===== src/rtl/otp_secreg_pkg.sv =====
package otp_secreg_pkg;

   typedef enum logic [2:0] {
      OP_NONE     = 3'd0,
      OP_PROG     = 3'd1,
      OP_LOCK     = 3'd2,
      OP_ID_ENTER = 3'd3,
      OP_ID_EXIT  = 3'd4,
      OP_READ     = 3'd5
   } otp_op_e;

   typedef enum logic {
      MODE_ARRAY = 1'b0,
      MODE_IDENT = 1'b1
   } otp_mode_e;

endpackage


===== src/rtl/otp_cmd_ctrl.sv =====
module otp_cmd_ctrl
   import otp_secreg_pkg::*;
#(
   parameter int ADDR_W = 8,
   parameter int NWORDS = 8,
   parameter int B_BASE = 8,
   localparam int IDX_W = $clog2(NWORDS)
) (
   input  logic              clk,
   input  logic              rst_n,
   input  logic              cmd_valid,
   input  logic [2:0]        cmd_op,
   input  logic [ADDR_W-1:0] cmd_addr,
   input  logic              lock_qual,
   input  logic              locked,
   output logic              id_active,
   output logic              wr_en,
   output logic [IDX_W-1:0]  wr_idx,
   output logic              lock_set,
   output logic              rd_en,
   output logic              reject
);

   otp_op_e   op;
   otp_mode_e mode_q, mode_d;
   logic      in_user;
   logic      accept;
   logic      reject_q;

   assign op      = otp_op_e'(cmd_op);
   assign in_user = (int'(cmd_addr) >= B_BASE) && (int'(cmd_addr) < B_BASE + NWORDS);
   assign wr_idx  = IDX_W'(int'(cmd_addr) - B_BASE);

   always_comb begin
      accept   = 1'b0;
      wr_en    = 1'b0;
      lock_set = 1'b0;
      rd_en    = 1'b0;
      mode_d   = mode_q;
      if (cmd_valid) begin
         case (op)
            OP_PROG: begin
               if (mode_q == MODE_ARRAY && in_user && !locked) begin
                  accept = 1'b1;
                  wr_en  = 1'b1;
               end
            end
            OP_LOCK: begin
               if (mode_q == MODE_ARRAY) begin
                  accept   = 1'b1;
                  lock_set = !lock_qual;
               end
            end
            OP_ID_ENTER: begin
               if (mode_q == MODE_ARRAY) begin
                  accept = 1'b1;
                  mode_d = MODE_IDENT;
               end
            end
            OP_ID_EXIT: begin
               accept = 1'b1;
               mode_d = MODE_ARRAY;
            end
            OP_READ: begin
               if (mode_q == MODE_IDENT) begin
                  accept = 1'b1;
                  rd_en  = 1'b1;
               end
            end
            default: accept = 1'b0;
         endcase
      end
   end

   always_ff @(posedge clk or negedge rst_n) begin
      if (!rst_n) begin
         mode_q   <= MODE_ARRAY;
         reject_q <= 1'b0;
      end else begin
         mode_q   <= mode_d;
         reject_q <= cmd_valid && !accept;
      end
   end

   assign id_active = (mode_q == MODE_IDENT);
   assign reject    = reject_q;

endmodule


===== src/rtl/otp_half_store.sv =====
module otp_half_store #(
   parameter int WORD_W   = 8,
   parameter int NWORDS   = 8,
   parameter bit WRITABLE = 1'b1,
   parameter logic [NWORDS*WORD_W-1:0] INIT = '1,
   localparam int IDX_W  = $clog2(NWORDS),
   localparam int BITS   = NWORDS * WORD_W
) (
   input  logic              clk,
   input  logic              rst_n,
   input  logic              wr_en,
   input  logic [IDX_W-1:0]  wr_idx,
   input  logic [WORD_W-1:0] wr_data,
   output logic [BITS-1:0]   words
);

   generate
      if (WRITABLE) begin : g_rw
         for (genvar i = 0; i < NWORDS; i++) begin : g_word
            logic [WORD_W-1:0] cell_q;
            always_ff @(posedge clk or negedge rst_n) begin
               if (!rst_n) begin
                  cell_q <= INIT[i*WORD_W +: WORD_W];
               end else if (wr_en && wr_idx == IDX_W'(i)) begin
                  cell_q <= cell_q & wr_data;
               end
            end
            assign words[i*WORD_W +: WORD_W] = cell_q;
         end
      end else begin : g_ro
         logic unused_ro;
         assign unused_ro = ^{clk, rst_n, wr_en, wr_idx, wr_data};
         for (genvar i = 0; i < NWORDS; i++) begin : g_word
            assign words[i*WORD_W +: WORD_W] = INIT[i*WORD_W +: WORD_W];
         end
      end
   endgenerate

endmodule


===== src/rtl/otp_rd_mux.sv =====
module otp_rd_mux #(
   parameter int ADDR_W      = 8,
   parameter int WORD_W      = 8,
   parameter int NWORDS      = 8,
   parameter int A_BASE      = 0,
   parameter int B_BASE      = 8,
   parameter int STATUS_ADDR = 'h80,
   parameter int LOCK_BIT    = 1,
   parameter bit RD_PIPE     = 1'b1,
   localparam int BITS       = NWORDS * WORD_W
) (
   input  logic              clk,
   input  logic              rst_n,
   input  logic              rd_en,
   input  logic [ADDR_W-1:0] rd_addr,
   input  logic [BITS-1:0]   a_words,
   input  logic [BITS-1:0]   b_words,
   input  logic              locked,
   output logic              rd_valid,
   output logic [WORD_W-1:0] rd_data
);

   logic [WORD_W-1:0] sel;
   int                a_off, b_off;

   assign a_off = int'(rd_addr) - A_BASE;
   assign b_off = int'(rd_addr) - B_BASE;

   always_comb begin
      sel = '1;
      if (a_off >= 0 && a_off < NWORDS) begin
         sel = a_words[a_off*WORD_W +: WORD_W];
      end else if (b_off >= 0 && b_off < NWORDS) begin
         sel = b_words[b_off*WORD_W +: WORD_W];
      end else if (int'(rd_addr) == STATUS_ADDR) begin
         sel           = '1;
         sel[LOCK_BIT] = !locked;
      end
   end

   generate
      if (RD_PIPE) begin : g_pipe
         logic              vld_q;
         logic [WORD_W-1:0] dat_q;
         always_ff @(posedge clk or negedge rst_n) begin
            if (!rst_n) begin
               vld_q <= 1'b0;
               dat_q <= '1;
            end else begin
               vld_q <= rd_en;
               if (rd_en) dat_q <= sel;
            end
         end
         assign rd_valid = vld_q;
         assign rd_data  = dat_q;
      end else begin : g_comb
         logic unused_clk;
         assign unused_clk = ^{clk, rst_n};
         assign rd_valid   = rd_en;
         assign rd_data    = sel;
      end
   endgenerate

endmodule


===== src/rtl/otp_secreg.sv =====
module otp_secreg
   import otp_secreg_pkg::*;
#(
   parameter int ADDR_W      = 8,
   parameter int WORD_W      = 8,
   parameter int HALF_W      = 64,
   parameter logic [HALF_W-1:0] FACTORY_ID = 64'hA5C3_0F1E_7B29_D486,
   parameter int A_BASE      = 0,
   parameter int B_BASE      = 8,
   parameter int STATUS_ADDR = 'h80,
   parameter int LOCK_BIT    = 1,
   parameter bit RD_PIPE     = 1'b1,
   localparam int NWORDS     = HALF_W / WORD_W,
   localparam int IDX_W      = $clog2(NWORDS)
) (
   input  logic              clk,
   input  logic              rst_n,
   input  logic              cmd_valid,
   input  logic [2:0]        cmd_op,
   input  logic [ADDR_W-1:0] cmd_addr,
   input  logic [WORD_W-1:0] cmd_data,
   output logic              id_active,
   output logic              rd_valid,
   output logic [WORD_W-1:0] rd_data,
   output logic              cmd_reject
);

   generate
      if (HALF_W % WORD_W != 0) begin : g_bad_width
         $error("HALF_W must be a multiple of WORD_W");
      end
      if (NWORDS < 2) begin : g_bad_depth
         $error("each half needs at least two words");
      end
      if (LOCK_BIT < 0 || LOCK_BIT >= WORD_W) begin : g_bad_lockbit
         $error("LOCK_BIT outside the data word");
      end
      if (A_BASE + NWORDS > (1 << ADDR_W) || B_BASE + NWORDS > (1 << ADDR_W)
          || STATUS_ADDR >= (1 << ADDR_W)) begin : g_bad_map
         $error("address map does not fit ADDR_W");
      end
      if ((A_BASE < B_BASE + NWORDS) && (B_BASE < A_BASE + NWORDS)) begin : g_overlap
         $error("factory and user windows overlap");
      end
   endgenerate

   logic                    lock_q;
   logic                    wr_en, lock_set, rd_en;
   logic [IDX_W-1:0]        wr_idx;
   logic [HALF_W-1:0]       a_words, b_words;

   otp_cmd_ctrl #(
      .ADDR_W (ADDR_W),
      .NWORDS (NWORDS),
      .B_BASE (B_BASE)
   ) i_ctrl (
      .clk       (clk),
      .rst_n     (rst_n),
      .cmd_valid (cmd_valid),
      .cmd_op    (cmd_op),
      .cmd_addr  (cmd_addr),
      .lock_qual (cmd_data[LOCK_BIT]),
      .locked    (lock_q),
      .id_active (id_active),
      .wr_en     (wr_en),
      .wr_idx    (wr_idx),
      .lock_set  (lock_set),
      .rd_en     (rd_en),
      .reject    (cmd_reject)
   );

   otp_half_store #(
      .WORD_W   (WORD_W),
      .NWORDS   (NWORDS),
      .WRITABLE (1'b0),
      .INIT     (FACTORY_ID)
   ) i_half_a (
      .clk     (clk),
      .rst_n   (rst_n),
      .wr_en   (1'b0),
      .wr_idx  ('0),
      .wr_data ('0),
      .words   (a_words)
   );

   otp_half_store #(
      .WORD_W   (WORD_W),
      .NWORDS   (NWORDS),
      .WRITABLE (1'b1),
      .INIT     ('1)
   ) i_half_b (
      .clk     (clk),
      .rst_n   (rst_n),
      .wr_en   (wr_en),
      .wr_idx  (wr_idx),
      .wr_data (cmd_data),
      .words   (b_words)
   );

   always_ff @(posedge clk or negedge rst_n) begin
      if (!rst_n) lock_q <= 1'b0;
      else if (lock_set) lock_q <= 1'b1;
   end

   otp_rd_mux #(
      .ADDR_W      (ADDR_W),
      .WORD_W      (WORD_W),
      .NWORDS      (NWORDS),
      .A_BASE      (A_BASE),
      .B_BASE      (B_BASE),
      .STATUS_ADDR (STATUS_ADDR),
      .LOCK_BIT    (LOCK_BIT),
      .RD_PIPE     (RD_PIPE)
   ) i_rd (
      .clk      (clk),
      .rst_n    (rst_n),
      .rd_en    (rd_en),
      .rd_addr  (cmd_addr),
      .a_words  (a_words),
      .b_words  (b_words),
      .locked   (lock_q),
      .rd_valid (rd_valid),
      .rd_data  (rd_data)
   );

endmodule


===== config.mk =====
export PLATFORM = sky130hd
export DESIGN_NAME = otp_secreg
export DESIGN_NICKNAME = d
export VERILOG_FILES = /design/src/rtl/otp_secreg_pkg.sv /design/src/rtl/otp_cmd_ctrl.sv /design/src/rtl/otp_half_store.sv /design/src/rtl/otp_rd_mux.sv /design/src/rtl/otp_secreg.sv
export SDC_FILE = /design/constraint.sdc
export NUM_CORES = 1
export LEC_CHECK = 0
export ABC_CLOCK_PERIOD_IN_PS = 1700
export BUFFER_PORTS_ARGS = -buffer_cell sky130_fd_sc_hd__clkbuf_2
export CAP_MARGIN = 5
export CORE_UTILIZATION = 47
export CTS_CLUSTER_SIZE = 28
export DETAILED_ROUTE_END_ITERATION = 12
export PLACE_DENSITY = 0.74
export RECOVER_POWER = 100
export SLEW_MARGIN = 20
export SYNTH_ARGS = -nofsm -noshare
export SYNTH_HDL_FRONTEND = slang
export SYNTH_SLANG_ARGS = --single-unit

===== constraint.sdc =====
create_clock -name clk -period 1.7 [get_ports clk]
set_clock_uncertainty 0.1 [all_clocks]
set_input_delay 0.17 -clock clk [delete_from_list [all_inputs] [get_ports clk]]
set_output_delay 0.17 -clock clk [all_outputs]
set_load 0.05 [all_outputs]

### Word-level counts from Yosys, hierarchy flattened

Cells that the tools add are included.

| word-level totals | value |
|---|---|
| flip-flop bits (word level) | 76 |
| bits of input ports | 22 |
| output and inout port bits | 11 |
| word-level logic and storage cells | 81 |

| cells by class | value |
|---|---|
| add/subtract/negate cells | 1 |
| order comparisons | 6 |
| equality and inequality tests | 13 |
| shift-type cells | 2 |
| muxes and demuxes | 16 |
| bitwise logic cells | 9 |
| reduce and logical (&&, ||, !) cells | 21 |

Operators by type and width:

| kind | number |
|---|---|
| bitwise AND 8 bit | 8 |
| indexed part select 64 x 12 -> 8 bit, first input constant | 1 |
| indexed part select 64 x 32 -> 8 bit | 1 |
| >= comparator 32 x 1 -> 1 bit, second input constant | 1 |
| less-than comparator 32 x 5 -> 1 bit, second input constant | 1 |
| equality test 3 bit, second input constant | 6 |
| 2-to-1 mux 8 bit | 2 |
| logical AND 1 bit | 14 |
| equality test 3 x 2 -> 1 bit, second input constant | 4 |
| 2-to-1 mux 1 bit | 11 |
| subtractor 8 x 4 -> 9 bit, second input constant | 1 |
| equality test 8 bit, second input constant | 1 |
| >= comparator 8 x 1 -> 1 bit, second input constant | 1 |
| >= comparator 8 x 4 -> 1 bit, second input constant | 1 |
| less-than comparator 8 x 4 -> 1 bit, second input constant | 1 |
| less-than comparator 8 x 5 -> 1 bit, second input constant | 1 |
| equality test 3 x 1 -> 1 bit, second input constant | 2 |
| case mux 1 bit (4 select lines) | 1 |
| logical NOT 1 bit | 3 |
| logical NOT 3 bit | 1 |
| 2-to-1 mux 2 bit | 1 |
| case mux 1 bit (2 select lines) | 1 |
| AND reduction 2 bit | 1 |
| nonzero test 2 bit | 1 |
| 2 further kinds | 2 |

### Logic depth before layout (Yosys ltp)

| logic depth | value |
|---|---|
| word-level depth | 9 |
| mapped depth | 6 |
| gate-level depth less buffers | 6 |

### Hierarchy

A second synthesis with hierarchy kept.

| second synthesis, totals | value |
|---|---|
| cell total of the unflattened synthesis | 422 |
| area, all modules | 4730.8 um^2 |

By module, submodules not included:

| module | instances | cells each | area each (um^2) | seq. area each (um^2) |
|---|---|---|---|---|
| otp_half_store at i_half_b | 1 | 162 | 2413.6 | 1681.6 |
| otp_rd_mux | 1 | 167 | 1595.3 | 235.2 |
| otp_half_store at i_half_a | 1 | 66 | 488.0 | 0.0 |
| otp_cmd_ctrl | 1 | 24 | 198.9 | 50.0 |
| otp_secreg | 1 | 3 | 35.0 | 25.0 |

### Least setup slack after synthesis

OpenSTA, ideal clock, no wires.

| path | value |
|---|---|
| path kind | reg-to-reg |
| start point | register i_ctrl.mode_q (netlist: i_ctrl.id_active) |
| end point | register i_half_b.g_rw.g_word[0].cell_q[2] |
| setup time | 0.102 ns |
| arrival time | 1.672 ns |
| data required time | 1.498 ns |
| slack | -0.174 ns |
| stages on the path, launching flop included | 6 |
| path buffers | 1 |
| clock period less this slack | 1.874 ns |
| cell sequence | dfrtp_1 -> clkbuf_1 -> nor2_1 -> o2111ai_4 -> nor2_4 -> a21boi_0 |

| between the ends | value |
|---|---|
| cells in the longest elaborated chain, start to end | 7 |

Ends and longest elaborated chain:

| what | line | source |
|---|---|---|
| from (decl) | otp_cmd_ctrl.sv:25 | `otp_mode_e mode_q, mode_d;` |
| from (signal assigned) | otp_cmd_ctrl.sv:80 | `mode_q <= mode_d;` |
| NOT 1 bit | otp_cmd_ctrl.sv:43 | `if (mode_q == MODE_ARRAY && in_user && !locked) begin` |
| logical AND 1 bit (2 in a row) | otp_cmd_ctrl.sv:43 |  |
| 2-to-1 mux 1 bit | otp_cmd_ctrl.sv:43 |  |
| 2-to-1 mux 1 bit | otp_cmd_ctrl.sv:41 | `case (op)` |
| 2-to-1 mux 1 bit | otp_cmd_ctrl.sv:40 | `if (cmd_valid) begin` |
| logical AND 1 bit | otp_half_store.sv:24 | `end else if (wr_en && wr_idx == IDX_W'(i)) begin` |
| to (signal assigned) | otp_half_store.sv:23 | `cell_q <= INIT[i*WORD_W +: WORD_W];` |
| to (signal assigned) | otp_half_store.sv:25 | `cell_q <= cell_q & wr_data;` |
| to (decl) | otp_half_store.sv:20 | `logic [WORD_W-1:0] cell_q;` |

Every way passes these cells.
A chain may end at the register's enable or synchronous reset.

### Worst setup path after layout

| path | value |
|---|---|
| start point | register i_half_b.g_rw.g_word[3].cell_q[1] |
| end point | register i_rd.g_pipe.dat_q[1] (netlist: i_rd.rd_data[1]) |

| between the ends | value |
|---|---|
| cells in the longest elaborated chain, start to end | 3 |

Ends and longest elaborated chain:

| what | line | source |
|---|---|---|
| from (decl) | otp_half_store.sv:20 |  |
| from (signal assigned) | otp_half_store.sv:23 |  |
| from (signal assigned) | otp_half_store.sv:25 |  |
| indexed part select 64 x 32 -> 8 bit | otp_rd_mux.sv:34 | `sel = b_words[b_off*WORD_W +: WORD_W];` |
| 2-to-1 mux 8 bit | otp_rd_mux.sv:33 | `end else if (b_off >= 0 && b_off < NWORDS) begin` |
| 2-to-1 mux 8 bit | otp_rd_mux.sv:31 | `if (a_off >= 0 && a_off < NWORDS) begin` |
| to (signal assigned) | otp_rd_mux.sv:51 | `if (rd_en) dat_q <= sel;` |
| to (decl) | otp_rd_mux.sv:44 | `logic [WORD_W-1:0] dat_q;` |

Every way passes these cells.

==> results.yml <==
route:
  detail-route-antenna-nets: 0
  via_per_inst: 5.550
  drc: 0
  vias: 2442
  drt-pass1-iter-count: 4
  drt_iter0_markers: 136
  postRouteWirelength_mm: 7.824
  wl_per_cell_um: 17.78
sta:
  setup_viol: 0
  setup_slack_ps: 16.76
  finalHoldViolCount: 0
  slew-limit-headroom_pct: 32.54
  maxSlewViolCount: 0
  worstMarginPinSlew_ps: 1012
  finalCritPeriodShare_pct: 99.01
  worst_hold_slack_ps: 50.64
  grt_setup_unrepaired: "yes"
  fmax_ghz: 0.5941
  finalCriticalPeriod_ps: 1683
floorplanning:
  rows: 31
  ioPinCount: 33
  initial_core_util_pct: 49.26
  fp.dieH_um: 89.65
  core-area_um2: 7331
  die_x_um: 89.65
  die_area_um2: 8037
synthesis:
  synth_cells: 273
  yosysMostFrequentCell: "dfstp_2"
  synth_top_area_share_pct: 52.39
  synthTopCellsByArea: "dfstp_2 52%, a21boi_0 11%, mux4_2 7.5%, mux2i_1 3.6%, dfrtp_1 2.8%"
  synth_seq_cells: 76
  synth.top_cells.by_count: "72 x dfstp_2, 55 x a21boi_0, 13 x mux2i_1"
  synth_area_um2: 3611
  synth_edf_count: 0
  yosys.area.top_type: "dfstp_2"
  yosys_warnings: 0
  async_flop_share_pct: 100.0
  synthFlopType: "dfstp_2"
  synth_cell_types: 44
  syn_area_per_cell_um2: 13.23
  yosysSeqAreaShare_pct: 55.16
  syn_nets: 297
cts:
  cts_num_sinks: 76
  clockBufferDepth: 2
  tritoncts: "yes"
  clk_pin_slew_worst_paths_ps: 80
  clk_latency_ps: 340
  cts_root_buffer: "clkbuf_8"
  cts_buffers: 9
  htreeDepth: 3
placement:
  pre_cts_ws_ps: -82.76
  port-buffer-count: 32
  hpwl_mm: 5.557
  routabilityCongestion: 0.8073
worst_setup_path:
  crit_slowest_cell: "mux4_2"
  cp_slowest_stage_delay_ps: 460
  path_cells: "mux4_2 -> nor2b_4 -> a211o_1 -> a221o_1"
  worst-path-buf-inv: 0
  reg2reg_depth: 4
  criticalPathCategory: "register to register"
  crit_family: "compound AO/OA/AOI/OAI gates"
  cp.required_ps: 1870
  critPathMaxFanout: 2
  r2r_slack_ps: 20
  crit_arrival_ps: 1860
  timing.rr.start: "i_half_b.g_rw.g_word[3].cell_q[1]"
  worstSetupStartpointType: "register"
  r2r-end: "i_rd.rd_data[1]"
  endpoint_kind: "register"
final_layout:
  area_delta_synth_final_pct: 18.54
  drive_gt1_share_pct: 49.85
  diodes: 0
  nets: 361
min_path:
  min_to: "i_half_b.g_rw.g_word[6].cell_q[7]"
  min_from: "cmd_data[7]"
  holdCritPathClass: "input port to register"
  whs_path_depth: 3
grt:
  grt_pass1_wl_mm: 12.74
  grt_pass1_vias: 2434
  grt_max_degree: 77
  grt_overflow: 0
  grt_antenna_before_repair: 0
  grt_usage_pct: 21.98
power:
  switching_share_pct: 28.30
  seqPwrFrac_pct: 52.0
  power.internal_mw: 2.678
  switching_power_mw: 1.057
  vdd_ir_drop_max_mv: 0.4500
  leakagePower_nw: 1.698
  combPwrFrac_pct: 15.3
  power_density_nw_per_um2: 872.5
  p_clk_share_pct: 32.7
run:
  max_cap_viol_count: 0
status:
  status: "finished, final reports clean"
sequential cells by signal, summed over array words and instances, names as in the netlist:
name and flops:
i_rd.rd_valid 1, i_half_b.g_rw.g_word.cell_q 64, i_rd.rd_data 8, i_ctrl.id_active 1, lock_q 1, i_ctrl.reject 1
worst max-delay path by stage:
stage                                   endpoint  slack [ps]  cells past startpoint                               from
2_1_floorplan                    i_rd.rd_data[1]           8                      5                   i_ctrl.id_active
3_3_place_gp                     i_rd.rd_data[1]         -50                      5                        cmd_addr[0]
3_5_place_dp                     i_rd.rd_data[1]         -80                      5                        cmd_addr[0]
4_1_cts        i_half_b.g_rw.g_word[6].cell_q[6]         -20                      5                             lock_q
5_1_grt        i_half_b.g_rw.g_word[4].cell_q[6]         -20                      5                             lock_q
6_report                         i_rd.rd_data[1]          20                      4  i_half_b.g_rw.g_word[3].cell_q[1]
layout make-up:
type                       instances  area (µm²)
fill                             615        3050
clock buffer                      13       158.9
sequential                        76        1993
clock inverter                     2       10.01
tap                               99       123.9
multi-input combinational        182        1553
timing repair buffer              61       415.4
inverter                           7       26.28
cells by family (layout without fill, tap and decap cells):
logic type               count (synthesis)  count (layout)  synth area share [%]
AO/OA/AOI/OAI                           88              88                 18.54
flip-flops                              76              76                 55.16
AND/OR/NAND/NOR                         65              65                 11.95
multiplexers                            25              25                 11.09
buffers and inverters                   15              83                 2.079
adder cells (fa/ha/maj)                  2               2                0.6929
XOR/XNOR                                 2               2                0.4852
repair_timing:
item                                    4_1_cts  5_1_grt
endpoints found under the hold margin         4        0
setup buffers                                 0        3
endpoints found under the setup margin       13       41
hold buffers                                  1        0
gates resized for setup                       2        7
pin swaps                                     3        5
layer usage:
metal,vias to the layer above,share of wire (%),global-route usage (%)
met5,-,0,0
met3,7,3.9,4.388
met2,59,48,34.16
met4,0,1.2,6.926
li1,1136,-,-
met1,1240,47,31.23
worst reg2reg max path: stages, from the launching register on:
cell,delay [ps]
dfstp_2,370
mux4_2,460
nor2b_4,140
a211o_1,220
a221o_1,320
cell usage in the layout, fill, tap and decap left out, types with 4 or more instances in the layout:
master    instances
buf_4            22
nand2_1          12
dfstp_2          68
or2_2             4
clkbuf_8         11
inv_1             7
nand2b_1          5
a21boi_1         14
mux2i_1          13
a21boi_0         50
o21ai_0           5
nor2_4            9
nand4_1           5
dfstp_1           4
a22oi_1           6
nor2_1           11
clkbuf_1          5
mux4_2           12
clkbuf_2         29
stage by stage:
step                      area, µm²  power (mW)  instances  util [%]  TNS [ps]
after floorplan                3621       2.337        273         -         0
after global placement         4093       2.531        421     55.83    -61.62
after detailed placement       4093       2.540        421     55.83    -475.7
after CTS                      4284       3.781        437     58.44    -16.63
after global routing           4280       3.904        440     58.39    -148.5
final                          4280       3.735        440     58.39         0
power groups by stage:
stage / registers [mW] / clock network, mW / logic [mW]
floorplan: 2.17 / 0 / 0.166
global placement: 1.97 / 0 / 0.558
CTS: 1.95 / 1.26 / 0.567
finish: 1.94 / 1.22 / 0.570
detailed placement: 1.98 / 0 / 0.560
global route: 1.95 / 1.33 / 0.619
Note: power is estimated with default switching activity, not from simulation.
